### src/rtl/ra_pkg.sv
package ra_pkg;

  typedef enum logic {
    FMT_SF  = 1'b0,
    FMT_ESF = 1'b1
  } frame_fmt_e;

  typedef struct packed {
    logic       active;
    frame_fmt_e fmt;
    logic       alt;
  } ra_cfg_t;

  localparam ra_cfg_t RA_CFG_IDLE = '{active: 1'b0, fmt: FMT_SF, alt: 1'b0};

endpackage

### src/rtl/ra_slot_dec.sv
module ra_slot_dec #(
  parameter int FRAMES_SF  = 12,
  parameter int FRAMES_ESF = 24,
  parameter int N_CHAN     = 24,
  parameter int N_BITS     = 8,
  parameter int ALARM_BIT  = 1,
  localparam int FW = $clog2(FRAMES_ESF),
  localparam int CW = $clog2(N_CHAN),
  localparam int BW = $clog2(N_BITS)
) (
  input  logic          fbit_i,
  input  logic [FW-1:0] frame_i,
  input  logic [CW-1:0] chan_i,
  input  logic [BW-1:0] bit_i,
  output logic          sf_start_o,
  output logic          dl_slot_o,
  output logic          fs12_slot_o,
  output logic          bit2_slot_o
);

  localparam logic [FW-1:0] LAST_SF_FRAME = FW'(FRAMES_SF - 1);
  localparam logic [FW-1:0] NUM_ESF       = FW'(FRAMES_ESF);
  localparam logic [CW-1:0] NUM_CHAN      = CW'(N_CHAN);
  localparam logic [BW-1:0] TARGET_BIT    = BW'(ALARM_BIT);

  always_comb begin
    sf_start_o  = fbit_i && (frame_i == '0);
    // data link rides on odd frames counted from 1, i.e. even frame_i
    dl_slot_o   = fbit_i && !frame_i[0] && (frame_i < NUM_ESF);
    fs12_slot_o = fbit_i && (frame_i == LAST_SF_FRAME);
    bit2_slot_o = !fbit_i && (bit_i == TARGET_BIT) && (chan_i < NUM_CHAN);
  end

endmodule

### src/rtl/ra_cfg_latch.sv
module ra_cfg_latch
  import ra_pkg::*;
(
  input  logic    clk_i,
  input  logic    rst_ni,
  input  logic    sf_start_i,
  input  logic    alarm_req_i,
  input  logic    esf_i,
  input  logic    alt_fmt_i,
  output ra_cfg_t cfg_o,
  output ra_cfg_t cfg_q_o
);

  ra_cfg_t cfg_q;
  ra_cfg_t cfg_new;

  always_comb begin
    cfg_new.active = alarm_req_i;
    cfg_new.fmt    = esf_i ? FMT_ESF : FMT_SF;
    cfg_new.alt    = alt_fmt_i;
  end

  // new settings apply from the start bit itself
  assign cfg_o   = sf_start_i ? cfg_new : cfg_q;
  assign cfg_q_o = cfg_q;

  always_ff @(posedge clk_i or negedge rst_ni) begin
    if (!rst_ni) begin
      cfg_q <= RA_CFG_IDLE;
    end else if (sf_start_i) begin
      cfg_q <= cfg_new;
    end
  end

endmodule

### src/rtl/ra_dl_pattern.sv
module ra_dl_pattern #(
  parameter int DL_LEN  = 16,
  parameter int DL_ONES = 8,
  localparam int IW = (DL_LEN > 1) ? $clog2(DL_LEN) : 1
) (
  input  logic          clk_i,
  input  logic          rst_ni,
  input  logic          restart_i,
  input  logic          step_i,
  output logic          dl_bit_o,
  output logic [IW-1:0] idx_o,
  output logic [IW-1:0] cnt_o
);

  localparam logic [IW-1:0] LAST_IDX = IW'(DL_LEN - 1);

  logic [IW-1:0] cnt_q;
  logic [IW-1:0] idx_eff;
  logic [IW-1:0] idx_next;
  logic [DL_LEN-1:0] code;

  genvar g;
  generate
    for (g = 0; g < DL_LEN; g++) begin : g_code
      assign code[g] = (g < DL_ONES);
    end
  endgenerate

  always_comb begin
    idx_eff  = restart_i ? '0 : cnt_q;
    idx_next = (idx_eff == LAST_IDX) ? '0 : idx_eff + 1'b1;
    dl_bit_o = code[idx_eff];
  end

  assign idx_o = idx_eff;
  assign cnt_o = cnt_q;

  always_ff @(posedge clk_i or negedge rst_ni) begin
    if (!rst_ni) begin
      cnt_q <= '0;
    end else if (step_i) begin
      cnt_q <= idx_next;
    end else if (restart_i) begin
      cnt_q <= '0;
    end
  end

endmodule

### src/rtl/ra_yellow_gen.sv
module ra_yellow_gen
  import ra_pkg::*;
#(
  parameter int FRAMES_SF  = 12,
  parameter int FRAMES_ESF = 24,
  parameter int N_CHAN     = 24,
  parameter int N_BITS     = 8,
  parameter int ALARM_BIT  = 1,
  parameter int DL_LEN     = 16,
  localparam int FW = $clog2(FRAMES_ESF),
  localparam int CW = $clog2(N_CHAN),
  localparam int BW = $clog2(N_BITS),
  localparam int IW = (DL_LEN > 1) ? $clog2(DL_LEN) : 1
) (
  input  logic          clk_i,
  input  logic          rst_ni,
  input  logic          esf_i,
  input  logic          alt_fmt_i,
  input  logic          alarm_req_i,
  input  logic [FW-1:0] frame_i,
  input  logic          fbit_i,
  input  logic [CW-1:0] chan_i,
  input  logic [BW-1:0] bit_i,
  output logic          force_o,
  output logic          force_val_o
);

  logic    sf_start, dl_slot, fs12_slot, bit2_slot;
  ra_cfg_t cfg, cfg_q;
  logic    dl_on, dl_on_q, dl_restart, dl_step, dl_bit;
  logic    bit2_on, fs12_on;
  logic [IW-1:0] dl_idx, dl_cnt;

  ra_slot_dec #(
    .FRAMES_SF (FRAMES_SF),
    .FRAMES_ESF(FRAMES_ESF),
    .N_CHAN    (N_CHAN),
    .N_BITS    (N_BITS),
    .ALARM_BIT (ALARM_BIT)
  ) u_dec (
    .fbit_i     (fbit_i),
    .frame_i    (frame_i),
    .chan_i     (chan_i),
    .bit_i      (bit_i),
    .sf_start_o (sf_start),
    .dl_slot_o  (dl_slot),
    .fs12_slot_o(fs12_slot),
    .bit2_slot_o(bit2_slot)
  );

  ra_cfg_latch u_cfg (
    .clk_i      (clk_i),
    .rst_ni     (rst_ni),
    .sf_start_i (sf_start),
    .alarm_req_i(alarm_req_i),
    .esf_i      (esf_i),
    .alt_fmt_i  (alt_fmt_i),
    .cfg_o      (cfg),
    .cfg_q_o    (cfg_q)
  );

  always_comb begin
    dl_on      = cfg.active && (cfg.fmt == FMT_ESF) && !cfg.alt;
    dl_on_q    = cfg_q.active && (cfg_q.fmt == FMT_ESF) && !cfg_q.alt;
    dl_restart = sf_start && dl_on && !dl_on_q;
    dl_step    = dl_on && dl_slot;
    bit2_on    = cfg.active && ((cfg.fmt == FMT_ESF) ? cfg.alt : !cfg.alt);
    fs12_on    = cfg.active && (cfg.fmt == FMT_SF) && cfg.alt;
  end

  ra_dl_pattern #(
    .DL_LEN (DL_LEN),
    .DL_ONES(DL_LEN / 2)
  ) u_dl (
    .clk_i    (clk_i),
    .rst_ni   (rst_ni),
    .restart_i(dl_restart),
    .step_i   (dl_step),
    .dl_bit_o (dl_bit),
    .idx_o    (dl_idx),
    .cnt_o    (dl_cnt)
  );

  always_comb begin
    force_o     = (bit2_on && bit2_slot) || (fs12_on && fs12_slot) || dl_step;
    force_val_o = (fs12_on && fs12_slot) || (dl_step && dl_bit);
  end

endmodule

### config.mk
export PLATFORM = sky130hd
export DESIGN_NAME = ra_yellow_gen
export DESIGN_NICKNAME = d
export VERILOG_FILES = /design/src/rtl/ra_pkg.sv /design/src/rtl/ra_slot_dec.sv /design/src/rtl/ra_cfg_latch.sv /design/src/rtl/ra_dl_pattern.sv /design/src/rtl/ra_yellow_gen.sv
export SDC_FILE = /design/constraint.sdc
export NUM_CORES = 1
export LEC_CHECK = 0
export BUFFER_PORTS_ARGS = -buffer_cell sky130_fd_sc_hd__buf_2
export CORE_AREA = 8 8 45 47
export DETAILED_ROUTE_END_ITERATION = 12
export DIE_AREA = 0 0 53 55
export PLACE_DENSITY_LB_ADDON = 0.15
export SKIP_LAST_GASP = 1
export SLEW_MARGIN = 10
export SYNTH_ARGS = -nofsm -noshare
export SYNTH_HDL_FRONTEND = slang
export SYNTH_SLANG_ARGS = --single-unit
### constraint.sdc
create_clock -name clk_i -period 2.2 [get_ports clk_i]
set_input_delay 0.33 -clock clk_i [delete_from_list [all_inputs] [get_ports clk_i]]
set_output_delay 0.33 -clock clk_i [all_outputs]
set_load 0.1 [all_outputs]
==> results of run 1 <==
metal layers:
layer,vias to the layer above,GRT usage,wire (um)
li1,271,-,-
met1,260,0.1082,573
met2,11,0.1816,750
met3,5,0.06150,81
met4,0,0.03879,21
met5,-,0,0
registers in the layout, indices dropped and copies added, names as in the netlist:
signal	flops
u_dl.cnt_o	4
u_cfg.cfg_q_o	3
final timing paths:
check,from,endpoint,slack (ps),cells past startpoint
max,frame_i[1],force_o,60,7
min,alt_fmt_i,u_cfg.cfg_q_o[0],350,2
max reg2reg,u_cfg.cfg_q_o[0],u_dl.cnt_o[3],460,8
min reg2reg,u_dl.cnt_o[2],u_dl.cnt_o[2],580,2
max in group asynchronous,rst_ni,u_cfg.cfg_q_o[0],1610,2
min in group asynchronous,rst_ni,u_dl.cnt_o[2],430,2
metrics by stage:
step           instance area [sq um]  setup TNS [ps]  setup WS (ps)    util
4_1_cts                        809.5               0          14.96  0.5850
2_1_floorplan                  585.6          -77.93         -77.93       -
5_1_grt                        855.8               0          6.594  0.6184
3_3_place_gp                   773.2               0          16.94  0.5588
3_5_place_dp                   773.2               0          19.44  0.5588
6_report                       855.8               0          56.87  0.6184
cell families after synthesis:
kind of cell / count (synthesis) / share of synthesized area
simple gates: 24 / 0.3199
compound gates: 14 / 0.2050
flops: 7 / 0.3153
xor+xnor: 4 / 0.06307
mux: 3 / 0.06756
buf+inv: 1 / 0.006750
fa+ha+maj: 1 / 0.02252
what timing repair did:
action,4_1_cts,5_1_grt
setup endpoints to repair,0,1
hold endpoints to repair,7,0
setup buffers,0,3
gates resized for setup,0,6
hold buffers,1,0
cell type report:
cell class,count,area [sq um],share of cell area
clock buffer,4,26.28,0.03070
inverter,1,3.754,0.004386
multi-input combinational,46,417.9,0.4883
sequential,7,175.2,0.2047
tap,16,20.02,0.02339
timing repair buffer,28,212.7,0.2485
layout by cell type, fill, tap and decap left out, drive strengths merged, types with 3 or more instances in the layout:
cell,n
dfrtp,7
clkbuf,4
a21oi,5
and2,4
xor2,3
mux2,3
nand4,3
nor3,3
buf,27
power by group:
| group | total (W) | switching [W] | internal [W] |
|---|---|---|---|
| Clock | 0.000119 | 0.0000501 | 0.0000694 |
| Combinational | 0.0000900 | 0.0000398 | 0.0000502 |
| Sequential | 0.000156 | 0.0000136 | 0.000143 |
==> run_results.csv, run 1 <==
group,metric,value,unit
route,ant_nets,0,
route,vias,547,
sta,fmax,0.4666,GHz
route,drt-total-wl,1425,um
global_route,grt_pass1_wl,2242,um
critical_path,end_kind,"output port",
cts,cts_sinks,7,
logic_synthesis,yosys-top-cells-area,"dfrtp_1 (32%), o41ai_4 (5.0%), xor2_1 (4.7%)",
logic_synthesis,synth_common_cells,"dfrtp_1 (7), a21oi_1 (4)",
logic_synthesis,ys.flop_type,"dfrtp_1",
route,drc,0,
logic_synthesis,synth_nets,74,
place,place.gp.congestion,0.7069,
cts,insertion_delay,260,ps
critical_path,crit_fanout,3,
logic_synthesis,yosysTopAreaCellShare,0.3153,
place,io_buffers,17,
cts,clock-root-buffer,"clkbuf_4",
global_route,track_usage,0.1072,
logic_synthesis,ys_types,33,
route,wl_per_cell,13.97,um
critical_path,slowest_delay,460,ps
sta,finalCritPeriodShare,0.9742,
logic_synthesis,synth_enable_flop_cells,0,
critical_path,cp_cell_sequence,"buf_6, nor4b_4, buf_4, nand2_4, o41ai_4, a21boi_4, buf_12",
layout,diodes,0,
outcome,status,"finished, final reports clean",
flow_run,max_cap_viol_count,0,
sta,setup_viol,0,
pwr,ir_drop,410.4,uV
cts,cts_buffer_depth,2,
route,viasPerCell,5.363,
critical_path,cpLargestDelayFamily,"compound AO/OA/AOI/OAI gates",
floorplan,die_w,53,um
layout,areaGrowthSynthToFinish,54.05,%
cts,htree_levels,1,
sta,worstMarginPinSlew,389.3,ps
logic_synthesis,yosys.cell_count.top_type,"dfrtp_1",
critical_path,cpMaxStageDelayCell,"o41ai_4",
logic_synthesis,syn_avg_cell_area,10.29,sq um
logic_synthesis,ys_seq_area_frac,0.3153,
route,firstDrtPassIters,4,
critical_path,critical_path_buf_inv_count,3,
sta,finClkSkew,5.507,ps
floorplan,rows,14,
logic_synthesis,synth_top_cell_by_area,"dfrtp_1",
layout,drive_above_1_share,0.5116,
floorplan,design.core.area,1384,sq um
logic_synthesis,synth_cells,54,
floorplan,dieArea,2915,sq um
layout,fin_nets,107,
floorplan,io_pins,21,
critical_path,required,1870,ps
global_route,grt_pass1_vias,530,
floorplan,die_h,55,um
sta,timing.final.crit_period,2143,ps
logic_synthesis,synth_warnings,0,
cts,clk_pin_slew,50,ps
pwr,powerDensity,427.5,nW/um^2
global_route,antenna_found_initial,0,
pwr,total_power,0.0003658,W
route,drt-initial-drc-count,5,
global_route,grt_start_max_net_pins,8,
sta,finalHoldViolations,0,
global_route,gr-total-overflow,0,
critical_path,startpoint_type,"input pin",
min_path,hp-class,"in -> reg",
sta,relSlewSlack,0.7396,
floorplan,start_util,0.4014,
place,hpwl,1172,um
cts,cts_buffers,3,
logic_synthesis,synth_area,555.5,sq um
critical_path,path_class,"in -> out",
layout,fill_cells,126,
pwr,leakagePower,0.4084,nW
logic_synthesis,async_reset_ff_frac,1.000,
sta,slew_viol_final,0,
layout,finalNonFillerCells,102,
critical_path,arrival,1810,ps
logic_synthesis,synth.ff_latch_count,7,
place,place_inst,94,
cts,cts_tree,"built",
sta,hold_slack,345.6,ps
sta,rsz0062_at_grt,"false",
Power figures use the tool's default switching activity.
==> run 2, diff against run 1 <==
ABC_AREA = 1   (was default)
==> run 2 against run 1 <==
Effect of this change: utilization is 11 points lower; non-clock buffer count is 10 lower; first-iteration DRC count is 100% higher; hold slack better by 15 ps; area after synthesis is 3.6% lower; via count is 10% lower; die area stayed put; cell count is 2.0% higher; design area is 17% lower; global-route usage is 2.4 points lower; combinational power is 16% higher; critical path type unchanged; critical endpoint unchanged; largest power group unchanged.
==> run_results.csv, run 2 <==
group,metric,value,unit
outcome,status,"finished, final reports clean",
critical_path,reg2reg_slack,630,ps
global_route,track_usage,0.08301,
sta,timing.final.crit_period,1967,ps
sta,finalCritPeriodShare,0.8942,
logic_synthesis,synth.ff_latch_count,7,
critical_path,crit_fanout,5,
global_route,antenna_found_initial,0,
logic_synthesis,synth-simple-area-share,0.4650,
logic_synthesis,synthMuxAreaShare,0,
place,place.gp.congestion,0.8231,
floorplan,die_w,53,um
sta,worstMarginPinSlew,257.6,ps
critical_path,cp_cell_sequence,"buf_2, nor2_4, nand3_4, nand2_1, o21ai_4, inv_1, nand3_1, nor2_1, nand3_1, o211ai_1, buf_12",
cts,insertion_delay,250,ps
logic_synthesis,async_reset_ff_frac,1.000,
floorplan,start_util,0.3870,
route,ant_nets,0,
critical_path,slowest_delay,220,ps
cts,cts_buffers,3,
logic_synthesis,synth_adder_area_share,0.02336,
flow_run,max_cap_viol_count,0,
cts,cts_sinks,7,
logic_synthesis,synth_top_family_by_area,"simple AND/OR/NAND/NOR gates",
route,firstDrtPassIters,4,
pwr,ir_drop,377.3,uV
cts,cts_tree,"built",
layout,most-common-layout-cells,"buf_2 (15), nand2_1 (13), nor2_1 (8)",
logic_synthesis,synth_area,535.5,sq um
sta,rsz0062_at_grt,"false",
logic_synthesis,synth_enable_flop_cells,0,
logic_synthesis,synthXorXnorAreaFrac,0.03271,
sta,slew_viol_final,0,
critical_path,path_common_cell,"nand3_1",
critical_path,path_class,"in -> out",
logic_synthesis,synth_cells,66,
route,wl_per_cell,10.67,um
logic_synthesis,synth_common_cells,"nand2_1 (13), nor2_1 (8), dfrtp_1 (7), inv_1 (7), nor2_4 (5)",
pwr,leakagePower,0.3513,nW
critical_path,required,1870,ps
cts,clk_pin_slew,50,ps
sta,fin_setup_tns,0,ps
logic_synthesis,syn_avg_cell_area,8.114,sq um
global_route,grt_pass1_vias,456,
cts,clock-root-buffer,"clkbuf_4",
min_path,hp-start,"alt_fmt_i",
min_path,hold-path-cell-count,3,
logic_synthesis,ys.flop_type,"dfrtp_1",
cts,htree_levels,1,
floorplan,rows,14,
floorplan,io_pins,21,
logic_synthesis,yosys.cell_count.top_type,"nand2_1",
layout,final_core_util,0.5109,
min_path,min_to,"u_cfg.cfg_q_o[0]",
floorplan,die_h,55,um
critical_path,critical_path_buf_inv_count,3,
layout,fin_nets,109,
route,drc,0,
global_route,grt_pass1_wl,1704,um
global_route,gr-total-overflow,0,
logic_synthesis,synth_warnings,0,
layout,areaGrowthSynthToFinish,32.01,%
logic_synthesis,ys_types,19,
pwr,total_power,0.0003716,W
layout,diodes,0,
logic_synthesis,synth_top_cell_by_area,"dfrtp_1",
critical_path,timing.rr.end,"u_dl.cnt_o[2]",
cts,cts_buffer_depth,2,
critical_path,r2r_cells,10,
sta,relSlewSlack,0.8259,
route,viasPerCell,4.721,
critical_path,cpLargestDelayFamily,"simple AND/OR/NAND/NOR gates",
critical_path,rr_startpoint,"u_cfg.cfg_q_o[1]",
sta,setup_viol,0,
critical_path,end_kind,"output port",
logic_synthesis,synth_compound_area_frac,0.08879,
place,io_buffers,17,
route,drt-initial-drc-count,10,
logic_synthesis,yosysTopAreaCellShare,0.3271,
critical_path,cpMaxStageDelayCell,"buf_12",
route,vias,491,
floorplan,design.core.area,1384,sq um
route,drt-total-wl,1110,um
min_path,hp-class,"in -> reg",
layout,drive_above_1_share,0.4091,
logic_synthesis,yosys-top-cells-area,"dfrtp_1 (33%), nor2_4 (11%), nand2_1 (9.1%)",
place,hpwl,943.9,um
layout,largest_reg_flops,4,
global_route,grt_start_max_net_pins,8,
critical_path,startpoint_type,"input pin",
floorplan,dieArea,2915,sq um
sta,fmax,0.5083,GHz
layout,final_common_cell,"buf_2",
pwr,powerDensity,525.7,nW/um^2
logic_synthesis,synth_nets,86,
cts,cts_post_setup_buffers_inserted,0,
sta,finClkSkew,5.717,ps
logic_synthesis,ys_seq_area_frac,0.3271,
sta,finalHoldViolations,0,
critical_path,arrival,1640,ps
## run 2: cell count changes in the layout (fill, tap and decap cells not counted), moves of 5 or more
cell     previous run  this run
nand2_1             1        13
buf_4              10         0
inv_1               1         7
nor2_1              2         8
nor2_4              0         5
## run 2: report_power, final
| group | internal, W | leakage [nW] | switching, W | total [W] |
|---|---|---|---|---|
| sequential | 0.000144 | 0.0817 | 0.00000780 | 0.000151 |
| clock | 0.0000692 | 0.0150 | 0.0000474 | 0.000117 |
| combinational | 0.0000419 | 0.255 | 0.0000616 | 0.000104 |
| total | 0.000255 | 0.351 | 0.000117 | 0.000372 |
## run 2: layout make-up
| type | instances | area (sq um) |
|---|---|---|
| Sequential cell | 7 | 175.2 |
| Clock buffer | 4 | 26.28 |
| Tap cell | 16 | 20.02 |
| Multi-Input combinational cell | 50 | 326.6 |
| Fill cell | 155 | 676.9 |
| Inverter | 9 | 33.78 |
| Timing Repair Buffer | 18 | 125.1 |
## run 2: what timing repair did
action | CTS | global route
endpoints found under the hold margin | 7 | 0
hold buffers | 1 | 0
gates resized for setup | 0 | 0
## run 2: per-stage QoR
step           hold slack [ps]  cell area, sq um  setup WS, ps  cells
2_1_floorplan            34.41             535.5        -535.2     66
3_3_place_gp             168.0             670.6         212.7     99
3_5_place_dp             172.6             670.6         211.7     99
4_1_cts                  351.7             706.9         211.1    104
5_1_grt                  366.2             706.9         87.56    104
6_report                 360.7             706.9         232.8    104
## run 2: worst max-delay path by stage
stage | startpoint | to | slack (ps) | cells after the start
after floorplan | fbit_i | force_o | -540 | 8
after global placement | frame_i[0] | force_o | 210 | 11
after detailed placement | fbit_i | force_o | 210 | 12
after CTS | fbit_i | force_o | 210 | 12
after global routing | fbit_i | force_o | 90 | 12
final | frame_i[4] | force_o | 230 | 11
## run 2: cells by family after synthesis
family	count (synthesis)
AND/OR/NAND/NOR	42
buffers and inverters	9
flip-flops	7
AO/OA/AOI/OAI	5
XOR/XNOR	2
adder cells (fa/ha/maj)	1
## run 2: metal layers
metal  global-route usage  wire [um]
met4              0.05172         19
met1              0.09119        480
met3              0.04813         66
met2               0.1211        543
met5                    0          0
## run 2: worst register-to-register path, cell delays in order (launching register included)
cell     delay, ps
dfrtp_1        390
nand2_1         70
nor2_1          40
nor2_1         140
nand4_1        210
nand2_1        130
inv_1           50
ha_1           180
inv_1           80
nor2_2          50
xnor2_1        110
==> run 3, diff against run 2 <==
SYNTH_HIERARCHICAL = 1   (was default)
==> run 3 against run 2 <==
Effect of this change: combinational power grew 85%; largest cell class unchanged; via count grew 18%; hold slack better by 72 ps; largest power group is now combinational cells.
==> run_results.csv, run 3 <==
group,metric,value,unit
sta,slew_viol_final,0,
cts,htree_levels,1,
sta,setup_ws,54.40,ps
logic_synthesis,synth_cells,81,
sta,finClkSkew,2.777,ps
global_route,grt_pass1_vias,581,
route,drt-total-wl,1418,um
global_route,track_usage,0.1054,
sta,worstMarginPinSlew,238.9,ps
layout,areaGrowthSynthToFinish,59.46,%
global_route,grt_start_max_net_pins,8,
critical_path,arrival,1820,ps
place,place_inst,122,
logic_synthesis,synth_area,509.2,sq um
floorplan,rows,14,
cts,cts_tree,"built",
route,drt-initial-drc-count,7,
layout,fin_nets,135,
critical_path,crit_fanout,5,
floorplan,die_h,55,um
place,io_buffers,17,
flow_run,max_cap_viol_count,0,
route,wl_per_cell,10.91,um
outcome,status,"finished, final reports clean",
pwr,powerDensity,605.9,nW/um^2
layout,drive_above_1_share,0.4386,
layout,most-common-layout-cells,"nand2_1 (28), buf_2 (14), inv_1 (11), buf_4 (11), dfrtp_1 (7)",
layout,finalNonFillerCells,130,
layout,fin_area,812.0,sq um
route,drc,0,
cts,clk_pin_slew,60,ps
floorplan,die_w,53,um
sta,finalCritPeriodShare,0.9753,
sta,setup_viol,0,
floorplan,design.core.area,1384,sq um
floorplan,dieArea,2915,sq um
layout,final_common_cell,"nand2_1",
place,placed_area,719.4,sq um
sta,relSlewSlack,0.8390,
cts,insertion_delay,260,ps
cts,cts_sinks,7,
place,dp_slack,-12.97,ps
pwr,ir_drop,212.0,uV
layout,largest_reg_flops,4,
logic_synthesis,syn_avg_cell_area,6.287,sq um
sta,rsz0062_at_grt,"true",
pwr,leakagePower,0.4521,nW
route,viasPerCell,4.469,
cts,cts_buffers,3,
route,vias,581,
critical_path,end_kind,"output port",
sta,timing.final.crit_period,2146,ps
critical_path,startpoint_type,"input pin",
logic_synthesis,synth_warnings,6,
place,place.gp.congestion,0.7082,
global_route,antenna_found_initial,0,
route,firstDrtPassIters,3,
place,hpwl,1046,um
floorplan,start_util,0.3680,
global_route,gr-total-overflow,0,
sta,fin_setup_tns,0,ps
pwr,total_power,0.0004920,W
global_route,grt_pass1_wl,2173,um
sta,finalHoldViolations,0,
min_path,hp-class,"in -> async",
floorplan,io_pins,21,
critical_path,path_class,"in -> out",
layout,fill_cells,125,
cts,cts_buffer_depth,2,
critical_path,required,1870,ps
route,ant_nets,0,
layout,diodes,0,
sta,fmax,0.4661,GHz
cts,clock-root-buffer,"clkbuf_4",
logic_synthesis,synth_nets,101,
## run 3: routing by layer
layer  share of wire  global-route usage  routed length, um
met1            0.41             0.09707                584
met2            0.50              0.1660                713
met3           0.049             0.04545                 70
met4           0.035              0.1164                 49
met5               0                   0                  0
## run 3: worst paths after layout
kind | cells after the start | slack [ps] | to | from
setup / recovery | 15 | 50 | force_val_o | frame_i[3]
hold / removal | 2 | 430 | u_cfg/cfg_q_o[1] | rst_ni
setup reg to reg | 14 | 600 | u_dl/cnt_o[3] | u_cfg/cfg_q_o[1]
hold reg to reg | 2 | 580 | u_dl/cnt_o[2] | u_dl/cnt_o[2]
max in group asynchronous | 2 | 1600 | u_dl/cnt_o[2] | rst_ni
min in group clk_i | 4 | 430 | u_cfg/cfg_q_o[1] | esf_i
## run 3: cell type report
| type | count | area [sq um] | share of cell area |
|---|---|---|---|
| flip-flops and latches | 7 | 175.2 | 0.2157 |
| inverters | 15 | 56.30 | 0.06934 |
| well taps | 16 | 20.02 | 0.02465 |
| multi-input cells | 59 | 320.3 | 0.3945 |
| repair buffers | 29 | 214.0 | 0.2635 |
| clock buffers | 4 | 26.28 | 0.03236 |
## run 3: critical path: stages
cell     delay [ps]
buf_2           110
or2_0           200
nor2_1           80
buf_4           150
nand2_2          60
nand2_2          70
nand2_2          60
nor2_2          120
inv_1            60
nor2_2          110
inv_2            50
nand2_2          80
nand3_2          90
nand2_4          70
buf_12          170
## run 3: metrics by stage
stage,util,hold WS (ps)
floorplan,-,34.41
global placement,0.5199,175.4
detailed placement,0.5199,170.5
CTS,0.5497,416.1
global route,0.5868,437.9
finish,0.5868,433.2
## run 3: what timing repair did
item                                   4_1_cts  5_1_grt
hold buffers                                 1        0
pin swaps                                    0       13
buffers inserted                             0        3
endpoints found under the hold margin        7        0
setup endpoints to repair                    1        2
resized for setup                            1       10
## run 3: report_power, final
group,internal [W],switching (W)
logic,0.0000841,0.000108
clock network,0.0000697,0.0000544
registers,0.000160,0.0000159
